## config.mk

```make
export PLATFORM = sky130hd
export DESIGN_NAME = fpn_normalize
export DESIGN_NICKNAME = d
export VERILOG_FILES = /design/src/rtl/fpn_pkg.sv /design/src/rtl/fpn_group_lzd.sv /design/src/rtl/fpn_lz_tree.sv /design/src/rtl/fpn_norm_shift.sv /design/src/rtl/fpn_normalize.sv
export SDC_FILE = /design/constraint.sdc
export NUM_CORES = 1
export LEC_CHECK = 0
export BUFFER_PORTS_ARGS = -buffer_cell sky130_fd_sc_hd__buf_2
export CAP_MARGIN = 20
export CORE_MARGIN = 2
export CORE_UTILIZATION = 35
export DETAILED_ROUTE_END_ITERATION = 7
export HOLD_SLACK_MARGIN = 0.05
export MAX_ROUTING_LAYER = met4
export PLACE_DENSITY = 0.6
export SLEW_MARGIN = 20
export SYNTH_ARGS = -nofsm -noshare
export SYNTH_HDL_FRONTEND = slang
export SYNTH_SLANG_ARGS = --single-unit
```

## constraint.sdc

```tcl
create_clock -name clk -period 7.3 [get_ports clk]
set_clock_uncertainty 0.05 [all_clocks]
set_input_delay 1.095 -clock clk [delete_from_list [all_inputs] [get_ports clk]]
set_output_delay 1.095 -clock clk [all_outputs]
set_load 0.005 [all_outputs]
```

## src/rtl/fpn_pkg.sv

```systemverilog
package fpn_pkg;

  // Width of every shift-amount field; covers products up to 255 bits.
  localparam int CAND_W = 8;

  // Per-group leading-one candidate.
  typedef struct packed {
    logic              zero;
    logic [CAND_W-1:0] amt;
  } lz_cand_t;

  // Pick the more significant candidate unless it is all zero.
  function automatic lz_cand_t cand_merge(input lz_cand_t hi, input lz_cand_t lo);
    lz_cand_t r;
    r.zero = hi.zero & lo.zero;
    r.amt  = hi.zero ? lo.amt : hi.amt;
    return r;
  endfunction

endpackage

```

## src/rtl/fpn_group_lzd.sv

```systemverilog
module fpn_group_lzd
  import fpn_pkg::*;
#(
  parameter int GRP_W   = 4,
  parameter int GRP_IDX = 0   // 0 = most significant group
) (
  input  logic [GRP_W-1:0] grp_bits,
  output lz_cand_t         cand
);

  localparam int BASE = GRP_IDX * GRP_W;

  always_comb begin
    cand.zero = 1'b1;
    cand.amt  = CAND_W'(BASE + GRP_W);
    // Ascending scan: the highest set bit is written last and wins.
    for (int i = 0; i < GRP_W; i++) begin
      if (grp_bits[i]) begin
        cand.zero = 1'b0;
        cand.amt  = CAND_W'(BASE + GRP_W - 1 - i);
      end
    end
  end

endmodule

```

## src/rtl/fpn_lz_tree.sv

```systemverilog
module fpn_lz_tree
  import fpn_pkg::*;
#(
  parameter int NG = 12
) (
  input  lz_cand_t [NG-1:0]  cand_i,   // index 0 = most significant group
  output logic [CAND_W-1:0]  lz_amt,
  output logic               all_zero
);

  localparam int N1 = (NG + 1) / 2;
  localparam int N2 = (N1 + 1) / 2;

  lz_cand_t [N1-1:0] lvl1;
  lz_cand_t [N2-1:0] lvl2;
  lz_cand_t          fin;

  // Level 1: pairs of groups.
  for (genvar j = 0; j < N1; j++) begin : g_lvl1
    if (2*j + 1 < NG) begin : g_pair
      assign lvl1[j] = cand_merge(cand_i[2*j], cand_i[2*j+1]);
    end else begin : g_pass
      assign lvl1[j] = cand_i[2*j];
    end
  end

  // Level 2: pairs of level-1 results.
  for (genvar j = 0; j < N2; j++) begin : g_lvl2
    if (2*j + 1 < N1) begin : g_pair
      assign lvl2[j] = cand_merge(lvl1[2*j], lvl1[2*j+1]);
    end else begin : g_pass
      assign lvl2[j] = lvl1[2*j];
    end
  end

  // Level 3: priority over the remaining entries.
  always_comb begin
    fin = lvl2[N2-1];
    for (int j = N2 - 2; j >= 0; j--) begin
      fin = cand_merge(lvl2[j], fin);
    end
  end

  assign lz_amt   = fin.amt;
  assign all_zero = fin.zero;

endmodule

```

## src/rtl/fpn_norm_shift.sv

```systemverilog
module fpn_norm_shift
  import fpn_pkg::*;
#(
  parameter int PROD_W = 48,
  parameter int EXP_W  = 10,
  parameter int FRAC_W = 23
) (
  input  logic [PROD_W-1:0]        prod,
  input  logic signed [EXP_W-1:0]  exp_in,
  input  logic [CAND_W-1:0]        lz,        // leading zeros above the leading one
  input  logic                     all_zero,
  output logic [FRAC_W-1:0]        frac,
  output logic signed [EXP_W-1:0]  exp_out
);

  localparam int RSH_POS = PROD_W - 1 - FRAC_W;  // fraction offset, right-shift case
  localparam int LSH_POS = PROD_W - 2 - FRAC_W;  // fraction offset, left-shift case

  logic [CAND_W-1:0] sh;

  always_comb begin
    sh      = '0;
    frac    = '0;
    exp_out = '0;
    if (all_zero) begin
      frac    = '0;
      exp_out = '0;
    end else if (lz == '0) begin
      // Top bit set: move right by one place.
      frac    = FRAC_W'(prod >> RSH_POS);
      exp_out = exp_in + EXP_W'(1);
    end else begin
      // Leading one at or below the second bit: move left by lz-1 places.
      sh      = lz - CAND_W'(1);
      frac    = FRAC_W'((prod << sh) >> LSH_POS);
      exp_out = exp_in - EXP_W'(sh);
    end
  end

endmodule

```

## src/rtl/fpn_normalize.sv

```systemverilog
module fpn_normalize
  import fpn_pkg::*;
#(
  parameter int PROD_W = 48,
  parameter int GRP_W  = 4,
  parameter int EXP_W  = 10,
  parameter int FRAC_W = 23
) (
  input  logic                     clk,
  input  logic                     rst,
  input  logic                     in_valid,
  input  logic [PROD_W-1:0]        in_prod,
  input  logic signed [EXP_W-1:0]  in_exp,
  output logic                     out_valid,
  output logic [FRAC_W-1:0]        out_frac,
  output logic signed [EXP_W-1:0]  out_exp,
  output logic                     out_zero
);

  localparam int NG = PROD_W / GRP_W;

  // ---------------- Stage A: per-group detection ----------------
  lz_cand_t [NG-1:0] cand_a;

  for (genvar g = 0; g < NG; g++) begin : g_grp
    fpn_group_lzd #(
      .GRP_W  (GRP_W),
      .GRP_IDX(g)
    ) u_grp (
      .grp_bits(in_prod[PROD_W-1-g*GRP_W -: GRP_W]),
      .cand    (cand_a[g])
    );
  end

  logic                     s1_valid;
  logic [PROD_W-1:0]        s1_prod;
  logic signed [EXP_W-1:0]  s1_exp;
  lz_cand_t [NG-1:0]        s1_cand;

  always_ff @(posedge clk) begin
    if (rst) s1_valid <= 1'b0;
    else     s1_valid <= in_valid;
    if (in_valid) begin
      s1_prod <= in_prod;
      s1_exp  <= in_exp;
      s1_cand <= cand_a;
    end
  end

  // ---------------- Stage B: three-level selection ----------------
  logic [CAND_W-1:0] lz_b;
  logic              zero_b;

  fpn_lz_tree #(
    .NG(NG)
  ) u_tree (
    .cand_i  (s1_cand),
    .lz_amt  (lz_b),
    .all_zero(zero_b)
  );

  logic                     s2_valid;
  logic [PROD_W-1:0]        s2_prod;
  logic signed [EXP_W-1:0]  s2_exp;
  logic [CAND_W-1:0]        s2_lz;
  logic                     s2_zero;

  always_ff @(posedge clk) begin
    if (rst) s2_valid <= 1'b0;
    else     s2_valid <= s1_valid;
    if (s1_valid) begin
      s2_prod <= s1_prod;
      s2_exp  <= s1_exp;
      s2_lz   <= lz_b;
      s2_zero <= zero_b;
    end
  end

  // ---------------- Stage C: shift and exponent fix ----------------
  logic [FRAC_W-1:0]        frac_c;
  logic signed [EXP_W-1:0]  exp_c;

  fpn_norm_shift #(
    .PROD_W(PROD_W),
    .EXP_W (EXP_W),
    .FRAC_W(FRAC_W)
  ) u_shift (
    .prod    (s2_prod),
    .exp_in  (s2_exp),
    .lz      (s2_lz),
    .all_zero(s2_zero),
    .frac    (frac_c),
    .exp_out (exp_c)
  );

  always_ff @(posedge clk) begin
    if (rst) begin
      out_valid <= 1'b0;
      out_frac  <= '0;
      out_exp   <= '0;
      out_zero  <= 1'b0;
    end else begin
      out_valid <= s2_valid;
      if (s2_valid) begin
        out_frac <= frac_c;
        out_exp  <= exp_c;
        out_zero <= s2_zero;
      end
    end
  end

endmodule

```

# Word level (Yosys, flattened, before mapping)
# Cells that the tools add are included.
# op_classes
addsub	3
shift	1
n_mux	51
bitwise_logic	11
n_reduce_logical	25
# op_table
cell	n
9-bit 2-to-1 mux	12
8-bit 2-to-1 mux	11
48-bit by 8-bit left shift with 46-bit output	1
23-bit 2-to-1 mux	2
3-bit OR reduction	12
2-bit 2-to-1 mux	12
2-bit OR reduction	12
10-bit 2-to-1 mux	2
1-bit 2-to-1 mux	12
1-bit bitwise AND	11
10-bit by 2-bit adder with 10-bit output, second input constant	1
10-bit by 8-bit subtractor with 10-bit output	1
8-bit zero test	1
8-bit by 1-bit subtractor with 8-bit output, second input constant	1
# totals
register_bits	270
inputBits	61
output_inout_bits	35
word_cells	151

# Depth between registers and ports, before layout
# Gate-level depths: netlist of run 1.
# depth
word_depth	4
mapped_depth	17

# Modules after synthesis
# Synthesis of run 1 repeated with hierarchy kept, for this count alone.
# hier_totals
hier_cells	1170
hier_area_um2	14084.8
# modules_own_cells
module	n_inst	cells_per_inst	area_per_inst_um2	seq_area_each_um2
fpn_normalize	1	349	8315.5	7737.4
fpn_norm_shift	1	521	3816.2	0.0
fpn_lz_tree	1	136	924.6	0.0
fpn_group_lzd (g_grp[10].u_grp ...)	5	14	88.8	0.0
fpn_group_lzd (g_grp[11].u_grp ...)	3	14	85.1	0.0
fpn_group_lzd (g_grp[1].u_grp ...)	3	13	81.3	0.0
fpn_group_lzd (g_grp[0].u_grp)	1	13	85.1	0.0

# Least setup slack after synthesis of run 1
# No wires, ideal clock.
# synth_timing
kind	reg2reg
from	register s2_lz[0]
to	register out_exp[5]
setup_ns	0.079
arrival_ns	4.027
t_required_ns	7.171
setup_slack_ns	3.144
path_stages_with_launch	18
n_path_buf	6
path_cell_list	edfxtp_1 buf_2 buf_2 buf_4 buf_2 inv_1 ha_1 buf_2 nor3b_1 xor2_1 inv_2 clkbuf_1 ha_1 and4_1 a311oi_1 xnor2_1 a2111o_1 o211ai_1
# synth_between
elab_chain_cells	4
# synth_rtl
item	line_no	rtl
start: declaration	fpn_normalize.sv:65	logic [CAND_W-1:0] s2_lz;
start signal: assignment	fpn_normalize.sv:74	s2_lz <= lz_b;
8-bit by 1-bit subtractor with 8-bit output	fpn_norm_shift.sv:34	sh = lz - CAND_W'(1);
10-bit by 8-bit subtractor with 10-bit output	fpn_norm_shift.sv:36	exp_out = exp_in - EXP_W'(sh);
10-bit 2-to-1 mux *	fpn_norm_shift.sv:28	end else if (lz == '0) begin
10-bit 2-to-1 mux *	fpn_norm_shift.sv:25	if (all_zero) begin
end signal: assignment	fpn_normalize.sv:106	out_exp <= exp_c;
end: declaration	fpn_normalize.sv:16	output logic signed [EXP_W-1:0] out_exp,
# Every way passes the cells marked *; elsewhere a longest branch is shown, timed or not.
# A chain may end at the register's enable or synchronous reset.

# Worst setup path after layout of run 1
# Same ends and word-level chain as after synthesis.

==> impl_results.md, run 1 <==
* RSZ-0062 raised after global routing: false
* Worst R2R Start: s2_lz[0]
* N_diodes at 0
* Startpoint Class: flop
* CTS resizes at 0
* Setup violations, final at 0
* Critical Setup Path Class: flop to flop
* WL/cell at 22.4 um
* Final Slew Violations at 0
* Max-cap violation count at 0
* Clock sinks at 200
* Area grow syn2layout at 12.6%
* Vias in the first global route at 7,854
* Iteration-0 DRC Markers at 696
* Clock Root Buffer: clkbuf_16
* Num ports at 96
* TritonCTS buffer count at 17
* Top cells by count, synth: edfxtp_1 (163), nor2_1 (76), nand2_1 (67), mux2i_1 (66), a21oi_1 (62)
* NetSw at 0.934 mW
* Share of power burned in registers at 0.467
* DP Wirelength at 23,500 um
* Initial antenna violation count at 0
* Cell count of the worst reg-to-reg path at 11
* Yosys Warn Count at 0
* DRC viols at 0
* Count leader, synth: edfxtp_1
* Reg2Reg Setup Slack at 3.22 ns
* CP bufs+invs at 2
* TNS Setup at 0 ns
* Most used cell, CP: ha_1
* Max Clk Rate at 245 MHz
* Final period util at 0.559
* All-Layer GR Usage at 0.202
* Synth area leaders: edfxtp_1 (45%), dfxtp_1 (6.8%), mux2i_1 (6.1%), mux4_2 (3.7%), mux2_2 (3.0%)
* Crit path DAT at 4.40 ns
* Worst vdd ir at 173 uV
* Crit. End Element: flop
* CTS tree: yes
* Post-synth EDFFs at 163
* Largest net degree at the start of global routing at 72
* Sequential-to-total area share from yosys stat at 0.521
* Critical Path RT at 7.62 ns
* Final Cell Area at 12,200 um^2
* Post-synth top area share at 0.453
* Post-cts hold buffer count at 0
* Antenna Violating Nets Remaining at 0
* Crit-path cells: inv_1, ha_1, xor2_4, inv_2, ha_1, a21oi_1, nand2_1, a311oi_1, xnor2_1, a2111o_1, o211ai_1
* CTS Buffer Depth at 2
* Routed WL at 32,000 um
* Final min period at 4.08 ns
* Slew @ Worst Pin at 0.940 ns
* Pint at 2.02 mW
* Slowest stage delay, CP at 0.54 ns
* DP Cell Count at 1,399
* Clock share of power at 0.327
* Reg-to-reg critical path endpoint: out_exp[5]
* Final hold vios at 0
* Reg clk slew, reported paths at 0.08 ns
* First-pass GRT wire length at 48,400 um
* Place WS at 3.33 ns
* Syn Nets at 1,026
* Asr flop ratio synth at 0
* Count of cell types in the netlist at 83
* Power per cell area at 242 nW/um^2
* Run status: finished clean
* Setup bufs post-CTS at 0
* Synth Register Bits at 200
* Worst slew margin at 0.372
* Post-place instance area at 11,600 um^2
* Final Core Density at 0.399
* First-pass detailed-route iteration total at 5
* Syn avg cell area at 11.3 um^2
* Hold path start: s1_prod[32]
* Htree depth at 4
* Mapped Cells at 955
* Via count at 8,174
* Worst-path fanout max at 37
* Finished Layout Cells at 1,431
* Port bufs at 95
* Hold Crit Class: flop to flop
* Largest area contributor in the netlist: edfxtp_1
* Core area at 30,500 um^2
* Die span in x at 180 um
* Initial Utilization at 0.355
* Slowest cell on crit path: edfxtp_1
* Placer Congestion at 0.996
* Sw Share at 0.316
* NumNets Final at 1,093
* Post-synth top flop: edfxtp_1
* Insertion delay to the later sink of the worst-skew pair at 0.46 ns
* Via-per-instance ratio at 5.71
* Die area at 32,300 um^2
* Hold Path End: s2_prod[32]
* Delay-heaviest family, CP: adder cells
* GRT overflow at 0
* Leak at 4.56 nW
* Layout cells sized above 1 at 0.198
* Cell Rows at 64
* WHS Path Cells at 0
* Comb pwr share at 0.206
* Final WS setup at 3.22 ns
* Height of the die at 180 um
* Synth Cell Area at 10,800 um^2
stage by stage:
stage | total power, mW | hold slack (ns)
floorplan | 1.79 | 0.350
global placement | 2.00 | 0.351
detailed placement | 2.00 | 0.355
CTS | 2.96 | 0.364
global route | 3.06 | 0.375
finish | 2.95 | 0.365
area by class of cell:
type / count / area, um^2
Multi-Input combinational cell: 663 / 4760
Inverter: 36 / 135
Tap cell: 396 / 495
Clock inverter: 15 / 175
Sequential cell: 200 / 5640
Timing Repair Buffer: 104 / 546
Clock buffer: 17 / 425
Fill cell: 2940 / 18300
how the worst max path moves through the flow:
stage / cells past startpoint / slack [ns] / end / from
after floorplan: 17 / 3.14 / out_exp[5] / s2_lz[0]
after global placement: 11 / 3.37 / out_exp[5] / s2_lz[0]
after detailed placement: 11 / 3.33 / out_exp[5] / s2_lz[0]
after CTS: 11 / 3.26 / out_exp[5] / s2_lz[0]
after global routing: 11 / 2.97 / out_exp[5] / s2_lz[0]
final: 11 / 3.22 / out_exp[5] / s2_lz[0]
state kept, by name, summed over array words and instances, names as in the netlist, 6 cells and up:
| signal | count |
|---|---|
| s1_cand | 42 |
| s1_exp | 10 |
| out_frac | 23 |
| s2_lz | 6 |
| s1_prod | 47 |
| out_exp | 10 |
| s2_exp | 10 |
| s2_prod | 47 |
worst register-to-register path, cell delays in order, from the launching register on:
cell      delay, ns
edfxtp_1       0.54
inv_1          0.23
ha_1           0.51
xor2_4         0.51
inv_2          0.46
ha_1           0.49
a21oi_1        0.15
nand2_1        0.11
a311oi_1       0.32
xnor2_1        0.13
a2111o_1       0.42
o211ai_1       0.09
power by group through the flow:
stage / Clock, mW / Combinational [mW] / Sequential (mW)
floorplan: 0 / 0.420 / 1.37
global route: 1.03 / 0.649 / 1.38
finish: 0.966 / 0.608 / 1.38
CTS: 0.988 / 0.599 / 1.38
detailed placement: 0 / 0.596 / 1.40
global placement: 0 / 0.599 / 1.40
cell usage in the layout (no fill, tap or decap), drive strengths merged, types with 4 or more instances in the layout:
cell / n
edfxtp: 163
buf: 104
nor2: 77
nand2: 67
mux2i: 66
a21oi: 63
inv: 44
o21ai: 43
dfxtp: 37
mux2: 30
nand3: 25
a22oi: 22
nor2b: 20
nor3: 20
mux4: 18
nor4: 18
o211ai: 17
clkbuf: 17
a211oi: 12
and3: 11
nand4: 11
a31oi: 10
ha: 9
and2: 8
nand2b: 7
xor2: 7
a32o: 6
o31ai: 6
clkinv: 6
xnor2: 5
o221ai: 4
a32oi: 4
a41o: 4
o211a: 4
o22ai: 4
o2111ai: 4
or2: 4
routing by layer:
metal  wire length [um]  global-route usage  vias up  share of wire
li1                   -                   -     3827              -
met1              14100               0.258     3965           0.44
met2              15000               0.316      316           0.47
met3               1580              0.0310       66          0.049
met4               1410              0.0946        0          0.044
met5                  0                   -        -              0
logic make-up (layout without fill, tap and decap cells):
kind of cell / after synthesis / in the layout / share of synthesized area
flops: 200 / 200 / 0.521
buf+inv: 92 / 172 / 0.0389
fa+ha+maj: 11 / 11 / 0.0132
simple gates: 282 / 282 / 0.132
xor+xnor: 12 / 12 / 0.0115
compound gates: 244 / 244 / 0.154
mux: 114 / 114 / 0.130
Note: power is estimated with default switching activity, not from simulation.
==> run 2: changes to the inputs <==
- PLACE_DENSITY: 0.6 -> 0.61
- clock period: 7.3 -> 3.4 ns (I/O delays scaled with it)
==> run 2 against run 1 <==
  * Clock power grew 110%
  * Final area grew 3.2%
  * Combinational power grew 140%
  * Die area is the same
  * Maximum frequency grew 23%
  * Cell count grew 2.9%
  * Count of clock-buffer cells in the layout grew 1
  * Global-route usage grew 2.3 points
  * Largest power group unchanged
==> impl_results.md, run 2 (same netlist as run 1, synthesis figures left out) <==
* Run status: finished clean (unchanged)
* Worst vdd ir at 366 uV (was 173 uV)
* Max-cap violation count at 0 (unchanged)
* M3 GR Usage at 0.0409 (was 0.0310)
* TritonCTS buffer count at 17 (unchanged)
* GR peak layer: met2 (unchanged)
* Hold Crit Class: input port to flop (was flop to flop)
* Worst slew margin at 0.394 (was 0.372)
* Antenna Violating Nets Remaining at 0 (unchanged)
* Via count at 8,406 (was 8,174)
* Num ports at 96 (unchanged)
* GRT overflow at 0 (unchanged)
* Final min period at 3.32 ns (was 4.08 ns)
* CTS resizes at 0 (unchanged)
* Clock Root Buffer: clkbuf_16 (unchanged)
* Power per cell area at 508 nW/um^2 (was 242 nW/um^2)
* Layout cells sized above 1 at 0.233 (was 0.198)
* Port bufs at 95 (unchanged)
* Setup violations, final at 0 (unchanged)
* CTS Buffer Depth at 2 (unchanged)
* Leak at 4.78 nW (was 4.56 nW)
* Final Core Density at 0.412 (was 0.399)
* Clock sinks at 200 (unchanged)
* Insertion delay to the later sink of the worst-skew pair at 0.46 ns (about the same)
* Worst-path fanout max at 34 (was 37)
* Crit. End Element: flop (unchanged)
* Largest net degree at the start of global routing at 53 (was 72)
* Largest regs: s1_prod x47, s2_prod x47, s1_cand x42 (unchanged)
* Final period util at 0.978 (was 0.559)
* All-Layer GR Usage at 0.225 (was 0.202)
* M1 GR Usage at 0.284 (was 0.258)
* Initial Utilization at 0.355 (unchanged)
* DRC viols at 0 (unchanged)
* WL/cell at 24.0 um (was 22.4 um)
* Startpoint Class: flop (unchanged)
* Via-per-instance ratio at 5.71 (about the same)
* Final hold slack at 0.186 ns (was 0.365 ns)
* Routed WL at 35,300 um (was 32,000 um)
* Critical Path RT at 3.70 ns (was 7.62 ns)
* Initial antenna violation count at 0 (unchanged)
* Crit path DAT at 3.63 ns (was 4.40 ns)
* Die area at 32,300 um^2 (unchanged)
* GR Layer Usage met2 at 0.353 (was 0.316)
* Max Clk Rate at 301 MHz (was 245 MHz)
* Placer Congestion at 1.04 (was 0.996)
* Iteration-0 DRC Markers at 821 (was 696)
* Critical Setup Path Class: flop to flop (unchanged)
* Core area at 30,500 um^2 (unchanged)
* Final hold vios at 0 (unchanged)
* Slew @ Worst Pin at 0.884 ns (was 0.940 ns)
* DP Wirelength at 26,500 um (was 23,500 um)
* RSZ-0062 raised after global routing: false (unchanged)
* Post-cts hold buffer count at 0 (unchanged)
* Vias in the first global route at 8,172 (was 7,854)
* First-pass detailed-route iteration total at 6 (was 5)
* Setup bufs post-CTS at 0 (unchanged)
* Final Slew Violations at 0 (unchanged)
* Commonest non-fill, non-tap cells in the layout: edfxtp_1 (163), buf_2 (94), nor2_1 (76) (was edfxtp_1 (163), buf_2 (94), nor2_1 (75))
* Reg clk slew, reported paths at 0.08 ns (about the same)
* Htree depth at 4 (unchanged)
* Cell Rows at 64 (unchanged)
* Area grow syn2layout at 16.2% (was 12.6%)
* CTS tree: yes (unchanged)
* Height of the die at 180 um (unchanged)
* First-pass GRT wire length at 52,700 um (was 48,400 um)
* N_diodes at 0 (unchanged)
* Commonest non-fill, non-tap cell in the layout: edfxtp_1 (unchanged)
* NumNets Final at 1,134 (was 1,093)
* Die span in x at 180 um (unchanged)
-- run 2: cell types whose count changed in the layout (fill, tap and decap cells not counted), moves of 2 or more --
| cell | before | now |
|---|---|---|
| ha_4 | 0 | 2 |
| ha_1 | 9 | 7 |
| inv_8 | 5 | 3 |
| clkinv_2 | 0 | 2 |
| buf_12 | 0 | 5 |
| buf_4 | 10 | 46 |
-- run 2: worst max-delay path: stages, from the launching register on --
cell and delay (ns):
edfxtp_1 0.48, inv_4 0.13, ha_4 0.23, xor2_4 0.20, buf_12 0.23, buf_4 0.30
nor2_1 0.08, a211oi_1 0.63, mux4_2 0.41, nor3_1 0.06, o32ai_1 0.35
-- run 2: cell type report --
class | count | area (um^2)
Sequential cell | 200 | 5640
Timing Repair Buffer | 145 | 916
Tap cell | 396 | 495
Inverter | 36 | 138
Fill cell | 2901 | 17900
Clock buffer | 18 | 429
Multi-Input combinational cell | 663 | 4810
Clock inverter | 14 | 143
-- run 2: power by group --
group          switching [mW]  internal [mW]  total (mW)
logic                   0.868          0.568        1.44
clock network            1.02          0.974        2.00
registers               0.122           2.83        2.95
-- run 2: final timing paths --
kind               startpoint     endpoint  slack [ns]  cells after the start
setup / recovery     s2_lz[0]  out_frac[9]        0.08                     10
hold / removal      in_exp[9]    s1_exp[9]        0.19                      1
setup reg to reg     s2_lz[0]  out_frac[9]        0.08                     10
hold reg to reg   s1_prod[22]  s2_prod[22]        0.36                      0
-- run 2: per-stage QoR --
step,worst slack (ns),area (um^2),TNS [ns],total power [mW],std cells
global route,0.0478,12600,0,6.65,1472
global placement,0.204,12000,0,4.42,1440
detailed placement,0.250,12000,0,4.41,1440
CTS,0.218,12600,0,6.41,1472
finish,0.0755,12600,0,6.39,1472
floorplan,-0.0443,10900,-0.0801,3.88,955
-- run 2: routing by layer --
layer,part of all wire,up-vias
met3,0.055,65
met1,0.43,4120
li1,-,3911
met5,0,-
met4,0.041,0
met2,0.47,310
